`src/rtl/pwm_timer_pkg.sv`:
```
package pwm_timer_pkg;

  localparam int unsigned SEL_W = 3;

  // write addresses
  localparam logic [SEL_W-1:0] ADDR_TOP   = 3'd0;
  localparam logic [SEL_W-1:0] ADDR_BUF_A = 3'd1;
  localparam logic [SEL_W-1:0] ADDR_BUF_B = 3'd2;
  localparam logic [SEL_W-1:0] ADDR_CTRL  = 3'd3;
  localparam logic [SEL_W-1:0] ADDR_FCLR  = 3'd4;

  // step-rate select codes
  localparam logic [2:0] RATE_STOP = 3'd0;
  localparam logic [2:0] RATE_1    = 3'd1;
  localparam logic [2:0] RATE_8    = 3'd2;
  localparam logic [2:0] RATE_64   = 3'd3;
  localparam logic [2:0] RATE_256  = 3'd4;
  localparam logic [2:0] RATE_1024 = 3'd5;

  typedef enum logic {
    LOAD_AT_TOP    = 1'b0,
    LOAD_AT_BOTTOM = 1'b1
  } load_pt_e;

  typedef struct packed {
    logic     inv_b;   // bit 5
    logic     inv_a;   // bit 4
    load_pt_e load_pt; // bit 3
    logic [2:0] rate;  // bits 2:0
  } ctrl_t;

  localparam int unsigned CTRL_W = $bits(ctrl_t);

endpackage

```
`src/rtl/pwm_prescaler.sv`:
```
module pwm_prescaler #(
  parameter int unsigned PRE_W = 10
) (
  input  logic       clk,
  input  logic       rst_n,
  input  logic [2:0] rate,
  output logic       tick
);
  import pwm_timer_pkg::*;

  logic [PRE_W-1:0] pre_q, pre_d;
  logic [PRE_W-1:0] mask;
  logic [3:0]       shift;
  logic             run;

  always_comb begin
    pre_d = pre_q + PRE_W'(1);
  end

  always_ff @(posedge clk or negedge rst_n) begin
    if (!rst_n) pre_q <= '0;
    else        pre_q <= pre_d;
  end

  // ratio = 2**shift, tick on the last cycle of each window
  always_comb begin
    run   = 1'b1;
    shift = 4'd0;
    case (rate)
      RATE_1:    shift = 4'd0;
      RATE_8:    shift = 4'd3;
      RATE_64:   shift = 4'd6;
      RATE_256:  shift = 4'd8;
      RATE_1024: shift = 4'd10;
      default:   run   = 1'b0;
    endcase
    mask = (PRE_W'(1) << shift) - PRE_W'(1);
    tick = run && ((pre_q & mask) == mask);
  end

endmodule

```
`src/rtl/pwm_updown_counter.sv`:
```
module pwm_updown_counter #(
  parameter int unsigned W = 16
) (
  input  logic         clk,
  input  logic         rst_n,
  input  logic         tick,
  input  logic [W-1:0] top,
  output logic [W-1:0] cnt,
  output logic         dir_down
);

  logic [W-1:0] cnt_q, cnt_d;
  logic         down_q, down_d;

  always_comb begin
    cnt_d  = cnt_q;
    down_d = down_q;
    if (tick) begin
      if (!down_q) begin
        if (cnt_q >= top) begin
          down_d = 1'b1;
          if (cnt_q != '0) cnt_d = cnt_q - W'(1);
        end else begin
          cnt_d = cnt_q + W'(1);
        end
      end else begin
        if (cnt_q == '0) begin
          if (top != '0) begin
            down_d = 1'b0;
            cnt_d  = W'(1);
          end
        end else begin
          cnt_d = cnt_q - W'(1);
        end
      end
    end
  end

  always_ff @(posedge clk or negedge rst_n) begin
    if (!rst_n) begin
      cnt_q  <= '0;
      down_q <= 1'b0;
    end else begin
      cnt_q  <= cnt_d;
      down_q <= down_d;
    end
  end

  assign cnt      = cnt_q;
  assign dir_down = down_q;

endmodule

```
`src/rtl/pwm_channel.sv`:
```
module pwm_channel #(
  parameter int unsigned W = 16
) (
  input  logic         clk,
  input  logic         rst_n,
  input  logic         tick,
  input  logic         load,
  input  logic [W-1:0] cnt,
  input  logic         dir_down,
  input  logic [W-1:0] top,
  input  logic [W-1:0] buf_val,
  input  logic         inv,
  input  logic         flag_clr,
  output logic         match_flag,
  output logic         pwm
);

  logic [W-1:0] act_q, act_d;
  logic         lvl_q, lvl_d;
  logic         flag_q, flag_d;
  logic         hit;
  logic         level;

  always_comb begin
    hit    = tick && (cnt == act_q);
    act_d  = load ? buf_val : act_q;
    lvl_d  = hit ? dir_down : lvl_q;
    flag_d = hit | (flag_q & ~flag_clr);
  end

  always_ff @(posedge clk or negedge rst_n) begin
    if (!rst_n) begin
      act_q  <= '0;
      lvl_q  <= 1'b0;
      flag_q <= 1'b0;
    end else begin
      act_q  <= act_d;
      lvl_q  <= lvl_d;
      flag_q <= flag_d;
    end
  end

  // end values force a constant level
  always_comb begin
    if (act_q == '0)       level = 1'b0;
    else if (act_q >= top) level = 1'b1;
    else                   level = lvl_q;
    pwm = level ^ inv;
  end

  assign match_flag = flag_q;

endmodule

```
`src/rtl/pwm_timer.sv`:
```
module pwm_timer #(
  parameter int unsigned CNT_W = 16,
  parameter int unsigned PRE_W = 10
) (
  input  logic             clk,
  input  logic             rst_n,
  input  logic             wr_en,
  input  logic [2:0]       wr_sel,
  input  logic [CNT_W-1:0] wr_data,
  output logic [CNT_W-1:0] cnt_o,
  output logic             ovf_flag_o,
  output logic [1:0]       cmp_flag_o,
  output logic [1:0]       pwm_o
);
  import pwm_timer_pkg::*;

  localparam int unsigned NUM_CH = 2;

  // reset: asserted asynchronously, released on the clock
  logic rst_meta_q, rst_sync_n;

  always_ff @(posedge clk or negedge rst_n) begin
    if (!rst_n) begin
      rst_meta_q <= 1'b0;
      rst_sync_n <= 1'b0;
    end else begin
      rst_meta_q <= 1'b1;
      rst_sync_n <= rst_meta_q;
    end
  end

  // configuration registers
  logic [CNT_W-1:0] top_q, top_d;
  logic [CNT_W-1:0] buf_q [NUM_CH];
  logic [CNT_W-1:0] buf_d [NUM_CH];
  ctrl_t            ctrl_q, ctrl_d;
  logic             ovf_q, ovf_d;
  logic             fclr;
  logic             ovf_clr;

  logic             tick;
  logic             load;
  logic [CNT_W-1:0] cnt;
  logic             dir_down;
  logic [NUM_CH-1:0] inv;

  always_comb begin
    top_d  = top_q;
    ctrl_d = ctrl_q;
    for (int i = 0; i < NUM_CH; i++) buf_d[i] = buf_q[i];
    if (wr_en) begin
      case (wr_sel)
        ADDR_TOP:   top_d    = wr_data;
        ADDR_BUF_A: buf_d[0] = wr_data;
        ADDR_BUF_B: buf_d[1] = wr_data;
        ADDR_CTRL:  ctrl_d   = ctrl_t'(wr_data[CTRL_W-1:0]);
        default: ;
      endcase
    end
  end

  always_comb begin
    fclr    = wr_en && (wr_sel == ADDR_FCLR);
    ovf_clr = fclr && wr_data[0];
    ovf_d   = (tick && (cnt == '0)) | (ovf_q & ~ovf_clr);
    if (ctrl_q.load_pt == LOAD_AT_TOP) load = tick && (cnt == top_q);
    else                               load = tick && (cnt == '0);
    inv = {ctrl_q.inv_b, ctrl_q.inv_a};
  end

  always_ff @(posedge clk or negedge rst_sync_n) begin
    if (!rst_sync_n) begin
      top_q  <= '1;
      ctrl_q <= '0;
      ovf_q  <= 1'b0;
      for (int i = 0; i < NUM_CH; i++) buf_q[i] <= '0;
    end else begin
      top_q  <= top_d;
      ctrl_q <= ctrl_d;
      ovf_q  <= ovf_d;
      for (int i = 0; i < NUM_CH; i++) buf_q[i] <= buf_d[i];
    end
  end

  pwm_prescaler #(.PRE_W(PRE_W)) u_presc (
    .clk   (clk),
    .rst_n (rst_sync_n),
    .rate  (ctrl_q.rate),
    .tick  (tick)
  );

  pwm_updown_counter #(.W(CNT_W)) u_cnt (
    .clk      (clk),
    .rst_n    (rst_sync_n),
    .tick     (tick),
    .top      (top_q),
    .cnt      (cnt),
    .dir_down (dir_down)
  );

  for (genvar g = 0; g < NUM_CH; g++) begin : g_ch
    pwm_channel #(.W(CNT_W)) u_ch (
      .clk        (clk),
      .rst_n      (rst_sync_n),
      .tick       (tick),
      .load       (load),
      .cnt        (cnt),
      .dir_down   (dir_down),
      .top        (top_q),
      .buf_val    (buf_q[g]),
      .inv        (inv[g]),
      .flag_clr   (fclr && wr_data[g+1]),
      .match_flag (cmp_flag_o[g]),
      .pwm        (pwm_o[g])
    );
  end

  assign cnt_o      = cnt;
  assign ovf_flag_o = ovf_q;

endmodule

```
`config.mk`:
```
export PLATFORM = sky130hd
export DESIGN_NAME = pwm_timer
export DESIGN_NICKNAME = d
export VERILOG_FILES = /design/src/rtl/pwm_timer_pkg.sv /design/src/rtl/pwm_prescaler.sv /design/src/rtl/pwm_updown_counter.sv /design/src/rtl/pwm_channel.sv /design/src/rtl/pwm_timer.sv
export SDC_FILE = /design/constraint.sdc
export NUM_CORES = 1
export LEC_CHECK = 0
export BUFFER_PORTS_ARGS = -buffer_cell sky130_fd_sc_hd__buf_4
export CORE_MARGIN = 8
export CORE_UTILIZATION = 33
export CTS_BUF_LIST = sky130_fd_sc_hd__clkbuf_2
export CTS_CLUSTER_DIAMETER = 80
export DETAILED_ROUTE_END_ITERATION = 8
export HOLD_SLACK_MARGIN = 0.06
export PLACE_DENSITY = 0.47
export SLEW_MARGIN = 20
export SYNTH_ARGS = -nofsm -noshare
export SYNTH_HDL_FRONTEND = slang
export SYNTH_SLANG_ARGS = --single-unit
```
`constraint.sdc`:
```
create_clock -name clk -period 5.5 [get_ports clk]
set_input_delay 0.275 -clock clk [delete_from_list [all_inputs] [get_ports clk]]
set_output_delay 0.275 -clock clk [all_outputs]
set_load 0.005 [all_outputs]
```
==> metrics.md <==
| Metric | Value |
|---|---|
| Post_cts resized | 0 |
| Instance count of the mapped netlist | 671 |
| Slowest stage delay, CP | 600 ps |
| Post-synthesis cell type count | 63 |
| Clock buffer depth | 2 |
| Crit Path Class | flop to output port |
| Overall routing resource usage | 0.1474 |
| Clk slew on worst S/H paths | 180 ps |
| Synthesized area per cell | 10.81 um^2 |
| H-tree Lvls | 4 |
| Layout Skew | 32.57 ps |
| RR Startpoint | top_q[15] |
| Data arrival, critical path | 3390 ps |
| DRC Markers | 0 |
| Iteration-0 DRC Markers | 398 |
| Hold Fails Final Rpt | 0 |
| Final min period | 3664 ps |
| DRT Pass-1 Iters | 6 |
| Worst R2R End | u_cnt.cnt[9] |
| Largest family of logic cells by synthesized area | multiplexers |
| Area grow syn2layout | 14.27% |
| Pwr per Cell Area | 313.8 nW/um^2 |
| Post-DP HPWL | 14,030 um |
| Post-synthesis xor/xnor area fraction | 0.04830 |
| NumNets Final | 810 |
| Pleak | 3.965 nW |
| CTS hold repair buffers | 32 |
| Worst setup path start | top_q[9] |
| EDFF count, synth | 0 |
| CTS tree | done |
| Worst setup path endpoint | pwm_o[0] |
| Worst ir drop on vdd | 97.51 uV |
| Vias per cell | 5.183 |
| FP Rows | 54 |
| Mapped Area | 7253 um^2 |
| Top cell type's share of synthesized area | 0.3588 |
| Layout filler cell count | 2,148 |
| Num CTS Buffers | 17 |
| Largest net degree at the start of global routing | 69 |
| Placed cells | 963 |
| Layout Cells excl Fill | 1,030 |
| Place WS | 1750 ps |
| # port buffers | 42 |
| Final ANT Viol Nets | 0 |
| CP Cell Sequence | inv_1 > ha_1 > a21o_1 > a21o_1 > a211o_1 > a211oi_1 > o21ai_0 > nand3_1 > nor3b_1 > buf_4 |
| Post-synth ARST share | 1.000 |
| Leading area contributor after synthesis | dfrtp_1 |
| Ys Warns | 0 |
| Synth area leaders | dfrtp_1 36%, ha_1 9.3%, mux2_2 7.1% |
| Worst skew pair latency | 700 ps |
| Setup violators final | 0 |
| CP Data Required Time | 5220 ps |
| Final setup TNS | 0 ps |
| FF/Latch Area | 3027 um^2 |
| Synth cell count leaders | 104 x dfrtp_1, 54 x ha_1, 46 x mux2_2 |
| Initial antenna violation count | 2 |
| Share of post-route cells with drive strength above 1 | 0.2493 |
| Routability Congestion | 0.8833 |
| Vias in the first global route | 5,380 |
| Post-CTS setup buffer count | 0 |
| Clock sinks | 120 |
| PnR worst setup slack | 1836 ps |
| Most frequent cell on the critical path | a21o_1 |
| Hold crit path type | flop to asynchronous set/reset pin |
| Top_reg_cell synth | dfrtp_1 |
| CP max-delay cell | dfstp_2 |
| CP Capture Type | output port |
| R2R cell count | 10 |
| Clock root buffer | clkbuf_2 |
| Multiplexer area fraction after synthesis | 0.1447 |
| Initial Util | 0.3344 |
| Multi-input logic area | 3900 um^2 |
| R2R Setup Slk | 1890 ps |
| Max frequency | 0.2730 GHz |
| Die X-Extent | 164.3 um |
| Tcrit/Tclk final | 0.6661 |
| Most common cell in the netlist | dfrtp_1 |
| Die area | 26,980 um^2 |
| FF+latch count, synth | 120 |
| Slew at the pin closest to its max-slew limit | 1010 ps |
| Rel. slew slack | 0.3268 |
| First-pass GRT wire length | 30,560 um |
| Avg WL per Cell | 18.43 um |
| Largest fanout on the critical path | 4 |
| DIE HEIGHT | 164.3 um |
| WL final | 18,980 um |
| Synth Area in Compound Gates | 0.1078 |
| RSZ-0062 raised after global routing | no |
| Max-cap violation count | 0 |
| Worst setup SP type | flop |
| Post-Syn Nets | 747 |
| Pins Over Slew Limit | 0 |
| Status | finished clean |
| GRT overflow | 0 |
| Register area share after synthesis | 0.4168 |
| IO Pins | 43 |
| Simple-gate portion of the synthesized area | 0.1415 |
| Vias | 5,338 |
| Core Region | 21,690 um^2 |
| Adder-cell share of the synthesized area | 0.09315 |
worst max-delay path, delay by kind of cell (launching register included):
family	cells	cell delay, ps
adder cells (fa/ha/maj)	1	310
AO/OA/AOI/OAI	5	1070
AND/OR/NAND/NOR	2	440
flip-flops	1	600
buffers and inverters	2	290
report_power, final:
group          internal (W)  switching [W]
sequential          0.00103       0.000212
clock              0.000208       0.000342
combinational      0.000407       0.000406
metrics by stage:
step	hold WS [ps]	util	cell area [um^2]	power [W]
after floorplan	-20.59	-	7253	0.001786
after CTS	280.1	0.3816	8275	0.002643
after detailed placement	60.53	0.3570	7744	0.002059
after global routing	273.5	0.3821	8288	0.002794
after global placement	57.72	0.3570	7744	0.002027
final	365.4	0.3821	8288	0.002601
flip-flops by register name (all words and copies together), names as in the netlist:
name                  flops
buf_q                    32
ctrl_q                    6
ovf_flag_o                1
u_presc.pre_q            10
g_ch.u_ch.lvl_q           2
top_q                    16
g_ch.u_ch.match_flag      2
rst_meta_q                1
u_cnt.dir_down            1
rst_sync_n                1
g_ch.u_ch.act_q          32
u_cnt.cnt                16
worst min-delay path by stage:
stage,from,end,slack [ps],cells past startpoint
finish,rst_sync_n,buf_q[5],370,0
global route,wr_data[8],buf_q[24],270,3
CTS,wr_data[8],buf_q[24],280,3
detailed placement,rst_n,rst_meta_q,60,1
global placement,rst_n,rst_meta_q,60,1
floorplan,rst_n,rst_meta_q,-20,0
logic make-up after synthesis:
group,after synthesis
adders and majority gates,54
buffers and inverters,66
xor gates and xnor gates,40
DFF,120
other,1
muxes,82
and+or+nand+nor,191
AOI/OAI and AO/OA,117
area by class of cell:
| class | instances | area share |
|---|---|---|
| clock buffers | 21 | 0.01268 |
| well taps | 280 | 0.04227 |
| flip-flops and latches | 120 | 0.3652 |
| clock inverters | 10 | 0.01283 |
| inverters | 31 | 0.01404 |
| multi-input cells | 485 | 0.4706 |
| diodes | 4 | 0.001208 |
| repair buffers | 79 | 0.08122 |
routing by layer:
layer / part of all wire / track usage / up-vias
met2: 0.47 / 0.2308 / 102
li1: - / - / 2553
met1: 0.48 / 0.1985 / 2662
met4: 0.014 / 0.04752 / 0
met5: 0 / 0 / -
met3: 0.038 / 0.03258 / 21
cell usage in the layout, fill, tap and decap left out, drive strengths merged, types with 6 or more instances in the layout:
cell type      n
nor4          25
nor3          12
or3            7
o31ai          6
dfrtp        104
nand3         21
a211oi        11
clkbuf        21
xnor2          6
nor2          28
mux2          81
inv           31
a21o          18
buf           47
dlygate4sd3   32
ha            54
o21ai         27
nand4         18
clkinv         6
xor2          34
a21oi         25
nand2         44
nand2b         9
dfstp         16
(Power assumes the default switching activity.)
